### config.mk
export PLATFORM = sky130hd
export DESIGN_NAME = wdog_steer
export DESIGN_NICKNAME = d
export VERILOG_FILES = /design/src/rtl/wdog_steer_pkg.sv /design/src/rtl/wdog_cfg_reg.sv /design/src/rtl/wdog_period_ctr.sv /design/src/rtl/wdog_expiry_ctrl.sv /design/src/rtl/wdog_steer.sv
export SDC_FILE = /design/constraint.sdc
export NUM_CORES = 1
export LEC_CHECK = 0
export ABC_AREA = 1
export CAP_MARGIN = 20
export CORE_MARGIN = 5
export CORE_UTILIZATION = 50
export DETAILED_ROUTE_END_ITERATION = 10
export MAX_ROUTING_LAYER = met4
export PLACE_DENSITY = 0.83
export RECOVER_POWER = 25
export SLEW_MARGIN = 5
export SYNTH_ARGS = -nofsm -noshare
export SYNTH_HDL_FRONTEND = slang
export SYNTH_SLANG_ARGS = --single-unit
### constraint.sdc
create_clock -name clk -period 6.2 [get_ports clk]
set_clock_uncertainty 0.1 [all_clocks]
set_input_delay 1.86 -clock clk [delete_from_list [all_inputs] [get_ports clk]]
set_output_delay 1.86 -clock clk [all_outputs]
set_load 0.02 [all_outputs]
### src/rtl/wdog_steer_pkg.sv
// Package: shared widths and the decoded view of the watchdog register.
// Assumes an 8-bit register made of one steering bit, the multiplier and the
// resolution code; each resolution step multiplies the unit by 2**RES_STEP.
package wdog_steer_pkg;
    localparam int MULT_W   = 5;
    localparam int RES_W    = 2;
    localparam int RES_STEP = 2;
    localparam int REG_W    = 1 + MULT_W + RES_W;
    localparam int CNT_W    = MULT_W + RES_STEP * ((1 << RES_W) - 1);

    typedef struct packed {
        logic              steer;
        logic [MULT_W-1:0] mult;
        logic [RES_W-1:0]  res;
    } wd_cfg_t;
endpackage

### src/rtl/wdog_cfg_reg.sv
// Holds the watchdog register. Assumes one access per cycle at most.
// A clear request from the pulse logic takes priority over a write.
module wdog_cfg_reg
    import wdog_steer_pkg::*;
(
    input  logic             clk,
    input  logic             rst_n,
    input  logic             wr,
    input  logic [REG_W-1:0] wdata,
    input  logic             clr_req,
    output wd_cfg_t          cfg
);
    // Register storage with synchronous reset to the disabled value.
    always_ff @(posedge clk) begin
        if (!rst_n)       cfg <= '0;
        else if (clr_req) cfg <= '0;
        else if (wr)      cfg <= wd_cfg_t'(wdata);
    end
endmodule

### src/rtl/wdog_period_ctr.sv
// Counts base ticks up to multiplier * unit and strobes expire on the tick
// that completes the period. Assumes restart, hold and the disabled state all
// keep the count at zero, and that restart masks a tick in the same cycle.
module wdog_period_ctr
    import wdog_steer_pkg::*;
(
    input  logic    clk,
    input  logic    rst_n,
    input  wd_cfg_t cfg,
    input  logic    tick,
    input  logic    restart,
    input  logic    hold,
    output logic    expire
);
    logic [CNT_W-1:0] cnt_q;
    logic [CNT_W-1:0] limit;
    logic             armed;

    // Period in ticks: the multiplier shifted by the resolution step.
    always_comb limit = CNT_W'(cfg.mult) << (RES_STEP * cfg.res);

    assign armed  = (cfg.mult != '0);
    assign expire = armed && !hold && !restart && tick
                    && (cnt_q == limit - CNT_W'(1));

    // Tick counter: cleared on kick, when disabled, during a pulse or at expiry.
    always_ff @(posedge clk) begin
        if (!rst_n)
            cnt_q <= '0;
        else if (restart || !armed || hold || expire)
            cnt_q <= '0;
        else if (tick)
            cnt_q <= cnt_q + CNT_W'(1);
    end
endmodule

### src/rtl/wdog_expiry_ctrl.sv
// Turns an expiry into either a latched flag or a timed reset pulse,
// depending on the steering bit. Assumes expire never fires while a pulse is
// active. The flag is set on expiry with steering 0, and setting wins over
// clearing in the same cycle.
module wdog_expiry_ctrl #(
    parameter int PULSE_TICKS = 2
) (
    input  logic clk,
    input  logic rst_n,
    input  logic tick,
    input  logic expire,
    input  logic steer,
    input  logic flag_clr,
    output logic flag_q,
    output logic pulse_q,
    output logic pulse_end
);
    localparam int PCNT_W = $clog2(PULSE_TICKS + 1);

    logic [PCNT_W-1:0] pcnt_q;

    assign pulse_end = pulse_q && tick && (pcnt_q == PCNT_W'(PULSE_TICKS - 1));

    // Watchdog flag for the interrupt steering.
    always_ff @(posedge clk) begin
        if (!rst_n)                flag_q <= 1'b0;
        else if (expire && !steer) flag_q <= 1'b1;
        else if (flag_clr)         flag_q <= 1'b0;
    end

    // Reset pulse timer, measured in base ticks.
    always_ff @(posedge clk) begin
        if (!rst_n) begin
            pulse_q <= 1'b0;
            pcnt_q  <= '0;
        end else if (expire && steer) begin
            pulse_q <= 1'b1;
            pcnt_q  <= '0;
        end else if (pulse_end) begin
            pulse_q <= 1'b0;
            pcnt_q  <= '0;
        end else if (pulse_q && tick) begin
            pcnt_q  <= pcnt_q + PCNT_W'(1);
        end
    end
endmodule

### src/rtl/wdog_steer.sv
// Top of the steerable watchdog. It joins the register, the period counter
// and the expiry control, and it drives the frequency-test clear and deny
// outputs. Assumes the bus raises at most one of wdr_rd and wdr_wr per cycle
// and that tick is a single-cycle strobe.
module wdog_steer
    import wdog_steer_pkg::*;
#(
    parameter int PULSE_TICKS = 2
) (
    input  logic             clk,
    input  logic             rst_n,
    input  logic             tick,
    input  logic             wdr_rd,
    input  logic             wdr_wr,
    input  logic [REG_W-1:0] wdr_wdata,
    input  logic             flags_acc,
    output logic [REG_W-1:0] wdr_rdata,
    output logic             irq_n,
    output logic             rst_out_n,
    output logic             wd_flag,
    output logic             ft_clr,
    output logic             ft_deny
);
    wd_cfg_t cfg;
    logic    kick, expire, flag_q, pulse_q, pulse_end, ft_clr_q;

    assign kick = wdr_rd || wdr_wr;

    wdog_cfg_reg u_reg (
        .clk(clk), .rst_n(rst_n), .wr(wdr_wr), .wdata(wdr_wdata),
        .clr_req(pulse_end), .cfg(cfg)
    );

    wdog_period_ctr u_ctr (
        .clk(clk), .rst_n(rst_n), .cfg(cfg), .tick(tick),
        .restart(kick), .hold(pulse_q), .expire(expire)
    );

    wdog_expiry_ctrl #(.PULSE_TICKS(PULSE_TICKS)) u_exp (
        .clk(clk), .rst_n(rst_n), .tick(tick), .expire(expire),
        .steer(cfg.steer), .flag_clr(kick || flags_acc),
        .flag_q(flag_q), .pulse_q(pulse_q), .pulse_end(pulse_end)
    );

    // One-cycle frequency-test clear, aligned with the register self-clear.
    always_ff @(posedge clk) begin
        if (!rst_n) ft_clr_q <= 1'b0;
        else        ft_clr_q <= pulse_end;
    end

    assign wdr_rdata = REG_W'(cfg);
    assign irq_n     = !flag_q;
    assign rst_out_n = !pulse_q;
    assign wd_flag   = flag_q;
    assign ft_clr    = ft_clr_q;
    assign ft_deny   = (cfg.mult != '0) && !cfg.steer;
endmodule

---- Word level (Yosys, flattened, before mapping) ----
Cells that the tools add are included.
operators by class
  $add $sub $neg .......................... 3
  equality and inequality tests ........... 2
  shift-type cells ........................ 1
  muxes and demuxes ....................... 4
  bitwise logic cells ..................... 1
  reduce and logical (&&, ||, !) cells .... 25
operators with widths
  kind                                                                   count
  11-bit by 1-bit adder with 11-bit output, second input constant        1
  11-bit equality test                                                   1
  5-bit by 3-bit left shift with 11-bit output                           1
  11-bit by 1-bit subtractor with 11-bit output, second input constant   1
  1-bit logical AND                                                      9
  1-bit zero test                                                        5
  1-bit logical OR                                                       5
  5-bit nonzero test                                                     1
  1-bit 2-to-1 mux                                                       4
  2-bit nonzero test                                                     2
  2-bit OR reduction                                                     2
  3-bit OR reduction                                                     1
  2-bit by 1-bit adder with 2-bit output, second input constant          1
  2-bit by 1-bit equality test with 1-bit output, second input constant  1
  1-bit inverter                                                         1
storage, ports and cells
  bits in registers ....................... 24
  input bits .............................. 14
  output and inout port bits .............. 13
  logic and storage cells ................. 44

---- Logic depth before layout (Yosys ltp) ----
Gate-level depths: netlist (run 1).
  word-level depth ........................ 7
  mapped depth ............................ 17
  depth with buffers taken out ............ 15

---- Hierarchy ----
From an unflattened synthesis (run 1), not the netlist that was laid out.
second synthesis, totals
  cells, all modules ...................... 287
  area total of the unflattened synthesis .. 1823.0 um2
by module, submodules not included
  module            times used  cells each  area an instance (um2)
  wdog_period_ctr   1           204         1260.0
  wdog_cfg_reg      1           36          282.8
  wdog_expiry_ctrl  1           33          205.2
  wdog_steer        1           14          75.1

---- Least setup slack after synthesis (run 1) ----
OpenSTA, ideal clock, no wires.
  kind .................................... input port to flip-flop
  from .................................... in wdr_wr
  to ...................................... reg u_ctr.cnt_q[7]
  library setup time ...................... 117 ps
  data arrival time ....................... 3142 ps
  data required time ...................... 5983 ps
  slack ................................... 2842 ps
  stages on the path ...................... 15
  path through ............................ buf_6 -> or2_1 -> nor2_1 -> nand2_1 -> nor2_1 -> nand2_1 -> nor2_1 -> nand2_1 -> clkinv_1 -> nand3_1 -> nor2_2 -> nand2_2 -> nand3_2 -> buf_6 -> nor2_2
between the ends
  cells in the longest elaborated chain, start to end .. 7
  elaborated cells on any way between the ends .. 9
  classes of those cells .................. reduce/logical: 9
RTL lines
  what                                     RTL line               RTL
  start, declared                          wdog_steer.sv:14       input logic wdr_wr,
  1-bit logical OR (*)                     wdog_steer.sv:27       assign kick = wdr_rd || wdr_wr;
  1-bit zero test                          wdog_period_ctr.sv:23  assign expire = armed && !hold && !restart && tick
  1-bit logical AND (2 in series)          wdog_period_ctr.sv:23
  1-bit logical AND                        wdog_period_ctr.sv:24  && (cnt_q == limit - CNT_W'(1));
  1-bit logical OR (*)                     wdog_period_ctr.sv:30  else if (restart || !armed || hold || expire)
  2-bit OR reduction (no source line) (*)  -
  end signal, assigned                     wdog_period_ctr.sv:33  cnt_q <= cnt_q + CNT_W'(1);
  end, declared                            wdog_period_ctr.sv:15  logic [CNT_W-1:0] cnt_q;
Every way passes the cells marked *; elsewhere a longest branch is shown, timed or not.
A chain may end at the register's enable or synchronous reset.

---- Final worst setup path (run 1) ----
  from .................................... in tick
  to ...................................... reg u_ctr.cnt_q[5]
between the ends
  cells in the longest elaborated chain, start to end .. 4
RTL lines
  what                                 RTL line               RTL
  start, declared                      wdog_steer.sv:12       input logic tick,
  1-bit logical AND                    wdog_period_ctr.sv:23
  1-bit logical AND                    wdog_period_ctr.sv:24
  1-bit logical OR                     wdog_period_ctr.sv:30
  2-bit OR reduction (no source line)  -
Several ways; a longest one is shown, not always the timed one.

==> flow_summary.json, run 1 <==
{
  "outcome": "completed",
  "drt-total-wl_um": 3770,
  "cp.arrival_ns": 3.83,
  "synth_top_area_cell": "dfxtp_1",
  "r2r_slack_ns": 3.57,
  "final_nets": 308,
  "fp.dieW_um": 68.9,
  "critPathTopFamily": "simple AND/OR/NAND/NOR gates",
  "core.rowCount": 21,
  "ir_drop_mv": 0.112,
  "design_area_um2": 2050,
  "gp_congestion": 0.825,
  "syn_avg_cell_area_um2": 6.51,
  "report.final.slew_viol_count": 0,
  "core_area_um2": 3340,
  "crit_buf_inv": 3,
  "maxCapViolCount": 0,
  "cts_tree": "done",
  "grt_pass1_wl_um": 6470,
  "hold_viol": 0,
  "worstPathRequired_ns": 6.32,
  "grt_pass1_vias": 1506,
  "start_kind": "input port",
  "path_common_cell": "nor2_1",
  "synth.cell_area_um2": 1730,
  "start_util": 0.519,
  "gr-total-overflow": 0,
  "n_antenna_cell": 0,
  "final_layout_size_suffix_gt1_frac": 0.128,
  "numCtsBuffers": 3,
  "place_area_um2": 2000,
  "end_kind": "register",
  "postCtsResizedCells": 0,
  "fmax_mhz": 269,
  "io_buffers": 26,
  "cp_max_fo": 11,
  "synth_seq_cells": 24,
  "grt_start_max_net_pins": 15,
  "powerDensity_nw_per_um2": 182,
  "p_total_uw": 373,
  "crit_type": "input port to register",
  "rsz0062_at_grt": "false",
  "final.setup.tns_ns": 0,
  "min_period_over_period": 0.599,
  "slowest_delay_ns": 0.70,
  "finalSetupViolCount": 0,
  "dp_hpwl_um": 3010,
  "postCtsSetupBuffers": 0,
  "synth.distinct_cells": 28,
  "cts_root_buf": "clkbuf_4",
  "cts_hold_buf": 0,
  "grtUsageTotal": 0.185,
  "first_pass_iters": 4,
  "synth_cells": 266,
  "clock-sinks": 24,
  "synth_area_leaders": "dfxtp_1 28%, nand2_1 17%, nand3_1 8.7%, inv_1 6.9%, xor2_1 6.6%",
  "clk_pin_slew_worst_paths_ns": 0.13,
  "ant_nets": 0,
  "slew_headroom": 0.662,
  "p_leak_uw": 0.000851,
  "route.detailed.drc": 0,
  "cp_cell_sequence": "dlygate4sd3_1, inv_1, a21oi_1, o21ai_0, nor2_1, nand2_1, nor2_1, nand2_1, clkinv_1, nand3_1, nor2_2, nand2_2, nand3_2, nor2_1",
  "dieHeight_um": 68.9,
  "dieArea_um2": 4740,
  "worst_pin_slew_ns": 0.506,
  "antenna_found_initial": 0,
  "ctsHtreeMaxLevel": 1,
  "critPathSlowestCell": "dlygate4sd3_1",
  "period_needed_ns": 3.72,
  "avgRoutedWirePerCell_um": 11.2,
  "fillCellCount": 342,
  "clk_path_buf_depth": 2,
  "io_pins": 27,
  "vias": 1645,
  "synth_seq_area_share": 0.277,
  "synth_top_area_frac": 0.277,
  "drt_iter0_drc": 98,
  "mostFrequentLayoutCells": "78 x nand2_1, 32 x inv_1, 30 x nand3_1",
  "synth_warnings": 0,
  "viasPerCell": 4.90,
  "hold_class": "register to register",
  "clk-insertion-delay-late_ns": 0.32,
  "layout_commonest_cell": "nand2_1",
  "syn-num-nets": 283,
  "syn_to_final_growth_pct": 18.3
}
[kinds of logic (layout without fill, tap and decap cells)]
group / after synthesis / after routing / share of synthesized area
mux: 1 / 1 / 0.00578
compound gates: 19 / 19 / 0.0585
flops: 24 / 24 / 0.277
simple gates: 159 / 159 / 0.438
buf+inv: 44 / 68 / 0.118
fa+ha+maj: 3 / 3 / 0.0217
xor+xnor: 16 / 16 / 0.0809
[area by class of cell]
class                      count  area (um^2)  share of cell area
timing repair buffer          26          260               0.127
tap                           46         57.6              0.0281
clock buffer                   3         22.5              0.0110
multi-input combinational    198         1050               0.512
inverter                      38          150              0.0733
sequential                    24          480               0.234
clock inverter                 1         30.0              0.0147
[cell usage after synthesis]
| library cell | count |
|---|---|
| a21oi_1 | 12 |
| buf_2 | 1 |
| buf_4 | 2 |
| buf_6 | 3 |
| clkinv_1 | 2 |
| dfxtp_1 | 24 |
| ha_1 | 3 |
| inv_1 | 32 |
| inv_2 | 3 |
| inv_8 | 1 |
| mux2i_1 | 1 |
| nand2_1 | 78 |
| nand2_2 | 6 |
| nand3_1 | 30 |
| nand3_2 | 7 |
| nand3b_1 | 1 |
| nor2_1 | 16 |
| nor2_2 | 12 |
| nor2_4 | 3 |
| nor3_1 | 4 |
| o211ai_1 | 1 |
| o21ai_0 | 3 |
| o21ai_1 | 2 |
| o21ai_2 | 1 |
| or2_0 | 1 |
| or2_1 | 1 |
| xnor2_1 | 3 |
| xor2_1 | 13 |
[metal layers]
metal  vias up  global-route usage  routed length, um
met4         0              0.0584                 53
met2        25               0.304               1830
li1        872                   -                  -
met1       743               0.240               1780
met5         -                   -                  0
met3         5              0.0194                109
[worst paths after layout]
path | from | endpoint | cells after the start
max | tick | u_ctr.cnt_q[5] | 14
min | u_exp.flag_q | u_exp.flag_q | 2
max reg2reg | u_reg.cfg[1] | u_ctr.cnt_q[5] | 15
min reg2reg | u_exp.flag_q | u_exp.flag_q | 2
[worst reg2reg max path, stage by stage (launching register included)]
cell and delay (ns):
dfxtp_1 0.63, inv_2 0.21, nand3_1 0.15, ha_1 0.25, a21oi_1 0.14, o21ai_0 0.09
nor2_1 0.10, nand2_1 0.05, nor2_1 0.10, nand2_1 0.05, clkinv_1 0.04, nand3_1 0.07
nor2_2 0.14, nand2_2 0.06, nand3_2 0.27, nor2_1 0.07
[flip-flops by register name, summed over array words and instances (netlist names)]
signal,cells
u_exp.flag_q,1
u_reg.cfg,8
u_exp.pulse_q,1
u_ctr.cnt_q,11
ft_clr,1
u_exp.pcnt_q,2
[report_power, final]
part	leakage [uW]	internal [uW]	switching (uW)
logic	0.000628	37.9	57.6
clock network	0.0000279	65.4	48.1
registers	0.000195	157	6.43
total	0.000851	261	112
[metrics by stage]
stage               utilization  std cells  hold WS (ns)  setup WS, ns
finish                    0.614        336         0.396          2.48
global route              0.614        336         0.443          2.27
detailed placement        0.598        332         0.377          2.15
CTS                       0.614        336         0.399          2.51
floorplan                     -        266         0.368          2.84
global placement          0.598        332         0.378          2.18
(Power assumes the default switching activity.)
==> run 2, diff against run 1 <==
Clock period 6.2 ns to 3.6 ns, I/O delays scaled along.
==> flow_summary.json, run 2 (synthesis results as in run 1) <==
{
  "drt_iter0_drc": 62,
  "dp_slack_ns": 0.501,
  "route.detailed.drc": 0,
  "slew_headroom": 0.672,
  "mostFrequentLayoutCells": "78 x nand2_1, 32 x inv_1, 30 x nand3_1",
  "postCtsSetupBuffers": 0,
  "core_area_um2": 3340,
  "dieHeight_um": 68.9,
  "worstPathRequired_ns": 2.42,
  "cts_hold_buf": 0,
  "gp_congestion": 0.872,
  "powerDensity_nw_per_um2": 291,
  "ctsHtreeMaxLevel": 1,
  "largest_reg_flops": 11,
  "fillCellCount": 333,
  "grt_pass1_wl_um": 6590,
  "report.final.slew_viol_count": 0,
  "min_period_over_period": 0.807,
  "final.setup.tns_ns": 0,
  "drt-total-wl_um": 3870,
  "vias": 1686,
  "finalSetupViolCount": 0,
  "core.rowCount": 21,
  "worst_pin_slew_ns": 0.491,
  "maxCapViolCount": 0,
  "start_kind": "register",
  "cts_tree": "done",
  "crit_type": "register to output port",
  "grt_pass1_vias": 1571,
  "fmax_mhz": 344,
  "p_leak_uw": 0.000850,
  "ir_drop_mv": 0.222,
  "grt_start_max_net_pins": 14,
  "rsz0062_at_grt": "false",
  "numCtsBuffers": 3,
  "antenna_found_initial": 0,
  "clock-sinks": 24,
  "largestRegisters": "u_ctr.cnt_q: 11 flops, u_reg.cfg: 8 flops, u_exp.pcnt_q: 2 flops",
  "cp_max_fo": 6,
  "cts_root_buf": "clkbuf_4",
  "final_layout_size_suffix_gt1_frac": 0.130,
  "layout_commonest_cell": "nand2_1",
  "outcome": "completed",
  "gr-total-overflow": 0,
  "avgRoutedWirePerCell_um": 11.5,
  "dieArea_um2": 4740,
  "viasPerCell": 4.99,
  "io_pins": 27,
  "n_antenna_cell": 0,
  "top_register": "u_ctr.cnt_q",
  "clk_path_buf_depth": 2,
  "grtUsageTotal": 0.187,
  "start_util": 0.519,
  "period_needed_ns": 2.90,
  "ant_nets": 0,
  "dp_hpwl_um": 3160,
  "clk-insertion-delay-late_ns": 0.33,
  "clk_pin_slew_worst_paths_ns": 0.14,
  "hold_viol": 0,
  "final_nets": 310,
  "postCtsResizedCells": 0,
  "cp.arrival_ns": 1.72,
  "fp.dieW_um": 68.9,
  "io_buffers": 26,
  "hold_class": "register to register",
  "end_kind": "output port",
  "syn_to_final_growth_pct": 18.0,
  "finalWorstSetupSlack_ns": 0.696,
  "first_pass_iters": 4
}
-- run 2: cell count changes in the layout (fill, tap and decap cells not counted) --
cell	delta
clkbuf_8	+1
buf_4	+1
bufinv_16	-1
clkbuf_1	+1
-- run 2: metal layers --
metal | GRT usage | vias up | part of all wire
met1 | 0.234 | 773 | 0.47
met2 | 0.317 | 25 | 0.48
met4 | 0.0657 | 0 | 0.018
met3 | 0.0162 | 7 | 0.032
met5 | - | - | 0
li1 | - | 881 | -
-- run 2: critical path, stage by stage, from the launching register on --
cell and delay (ns):
dfxtp_1 0.49, nor2_1 0.09, nand3_1 0.10, nand2_1 0.07
inv_1 0.06, clkdlybuf4s50_1 0.59
-- run 2: power breakdown --
group          switching [uW]  internal (uW)  leakage [uW]
Combinational            98.7           66.2      0.000634
Sequential               11.2            271      0.000195
Clock                    86.3           61.9     0.0000210
Total                     196            399      0.000850
-- run 2: area by class of cell --
class	instances	area, um^2	share of cell area
clock buffer	4	36.3	0.0177
multi-input combinational	198	1050	0.513
sequential	24	480	0.235
timing repair buffer	28	272	0.133
inverter	38	150	0.0734
tap	46	57.6	0.0282
-- run 2: stage by stage --
stage / instance area, um^2 / power (uW) / utilization / std cells / hold WS (ns)
global route: 2040 / 626 / 0.613 / 338 / 0.448
CTS: 2050 / 596 / 0.614 / 338 / 0.402
finish: 2040 / 595 / 0.613 / 338 / 0.399
global placement: 2010 / 449 / 0.603 / 334 / 0.377
floorplan: 1730 / 405 / - / 266 / 0.368
detailed placement: 2010 / 453 / 0.603 / 334 / 0.384
-- run 2: final timing paths --
check | from | to | slack (ns) | depth (start not counted)
worst min register to register | u_exp.flag_q | u_exp.flag_q | 0.40 | 2
worst max register to register | u_reg.cfg[1] | u_ctr.cnt_q[5] | 0.94 | 15
worst max-delay path | u_reg.cfg[6] | ft_deny | 0.70 | 5
worst min-delay path | u_exp.flag_q | u_exp.flag_q | 0.40 | 2
==> run 3, diff against run 2 <==
Clock period 3.6 ns to 2.8 ns, I/O delays scaled along.
==> flow_summary.json, run 3 (synthesis results as in run 1) <==
{
  "antenna_found_initial": 0,
  "cp_cell_sequence": "nor2_1, nand3_1, nand2_1, inv_1, clkdlybuf4s50_1",
  "critPathSlowestCell": "clkdlybuf4s50_1",
  "layout_commonest_cell": "nand2_1",
  "grt_start_max_net_pins": 14,
  "clk_path_buf_depth": 2,
  "grtUsageTotal": 0.184,
  "report.final.slew_viol_count": 0,
  "numCtsBuffers": 3,
  "io_buffers": 26,
  "slowest_delay_ns": 0.59,
  "viasPerCell": 4.86,
  "gp_congestion": 0.849,
  "syn_to_final_growth_pct": 20.0,
  "avgRoutedWirePerCell_um": 11.0,
  "clk-insertion-delay-late_ns": 0.31,
  "cp_max_fo": 6,
  "drt-total-wl_um": 3750,
  "start_kind": "register",
  "hold_ws_ns": 0.403,
  "grt_pass1_wl_um": 6620,
  "ant_nets": 0,
  "ir_drop_mv": 0.248,
  "postCtsSetupBuffers": 0,
  "drt_iter0_drc": 73,
  "top_register": "u_ctr.cnt_q",
  "powerDensity_nw_per_um2": 368,
  "worst_pin_slew_ns": 0.317,
  "final_nets": 313,
  "min-delay-start": "u_exp.flag_q",
  "core_area_um2": 3340,
  "io_pins": 27,
  "gr-total-overflow": 0,
  "critPathTopFamily": "buffers and inverters",
  "slew_headroom": 0.787,
  "grt_pass1_vias": 1549,
  "fp.dieW_um": 68.9,
  "period_needed_ns": 2.62,
  "final.setup.tns_ns": 0,
  "worstPathRequired_ns": 1.86,
  "outcome": "completed",
  "postCtsResizedCells": 0,
  "hold_viol": 0,
  "route.detailed.drc": 0,
  "p_leak_uw": 0.000871,
  "finalSetupViolCount": 0,
  "rsz0062_at_grt": "false",
  "start_util": 0.519,
  "fmax_mhz": 381,
  "n_antenna_cell": 0,
  "dieHeight_um": 68.9,
  "end_kind": "output port",
  "r2r_start": "u_reg.cfg[1]",
  "cp.arrival_ns": 1.68,
  "fin_util": 0.623,
  "crit_buf_inv": 2,
  "core.rowCount": 21,
  "ctsHtreeMaxLevel": 1,
  "clk_pin_slew_worst_paths_ns": 0.13,
  "min_period_over_period": 0.937,
  "dp_hpwl_um": 3090,
  "clock-sinks": 24,
  "fillCellCount": 329,
  "largestRegisters": "u_ctr.cnt_q: 11 flops, u_reg.cfg: 8 flops, u_exp.pcnt_q: 2 flops",
  "hold_class": "register to register",
  "dieArea_um2": 4740,
  "mostFrequentLayoutCells": "78 x nand2_1, 32 x inv_1, 30 x nand3_1",
  "first_pass_iters": 4,
  "cts_root_buf": "clkbuf_4",
  "final_layout_size_suffix_gt1_frac": 0.139,
  "maxCapViolCount": 0,
  "cts_hold_buf": 0,
  "p_total_uw": 766,
  "crit_type": "register to output port",
  "cts_tree": "done",
  "vias": 1656,
  "cp-startpoint": "u_reg.cfg[6]",
  "largest_reg_flops": 11
}
[run 3: layout make-up]
type	instances	area, um^2	area share
Multi-Input combinational cell	198	1050	0.504
Sequential cell	24	480	0.231
Timing Repair Buffer	31	307	0.147
Inverter	38	150	0.0722
Tap cell	46	57.6	0.0277
Clock buffer	4	36.3	0.0174
[run 3: worst reg2reg max path: stages, from the launching register on]
cell and delay, ns:
dfxtp_1 0.34, inv_2 0.16, nand3_2 0.14, ha_1 0.34
a21oi_1 0.14, o21ai_0 0.11, nor2_1 0.11, nand2_1 0.06
nor2_1 0.10, nand2_1 0.06, clkinv_1 0.04, nand3_1 0.07
nor2_2 0.14, nand2_2 0.06, nand3_2 0.08, buf_12 0.15
nor2_1 0.04
[run 3: worst paths after layout]
path,end,slack (ns),depth (start not counted)
setup reg to reg,u_ctr.cnt_q[5],0.49,16
hold reg to reg,u_exp.flag_q,0.40,2
setup / recovery,ft_deny,0.18,5
hold / removal,u_exp.flag_q,0.40,2
[run 3: metrics by stage]
step                worst slack, ns  cells  cell area [um^2]
floorplan                     0.462    266              1730
global placement             0.0900    337              2050
detailed placement           0.0502    337              2050
CTS                           0.158    341              2080
global route                 0.0588    341              2080
finish                        0.175    341              2080
[run 3: power by group]
| group | total [uW] | internal, uW | switching [uW] |
|---|---|---|---|
| combinational | 221 | 89.2 | 131 |
| sequential | 358 | 348 | 10.0 |
| clock | 187 | 79.5 | 108 |
[run 3: per-layer routing]
layer | global-route usage | share of wire | vias to the layer above
met5 | - | 0 | -
met4 | 0.0365 | 0.0072 | 0
met3 | 0.0194 | 0.018 | 4
met2 | 0.307 | 0.49 | 17
met1 | 0.243 | 0.49 | 747
li1 | - | - | 888
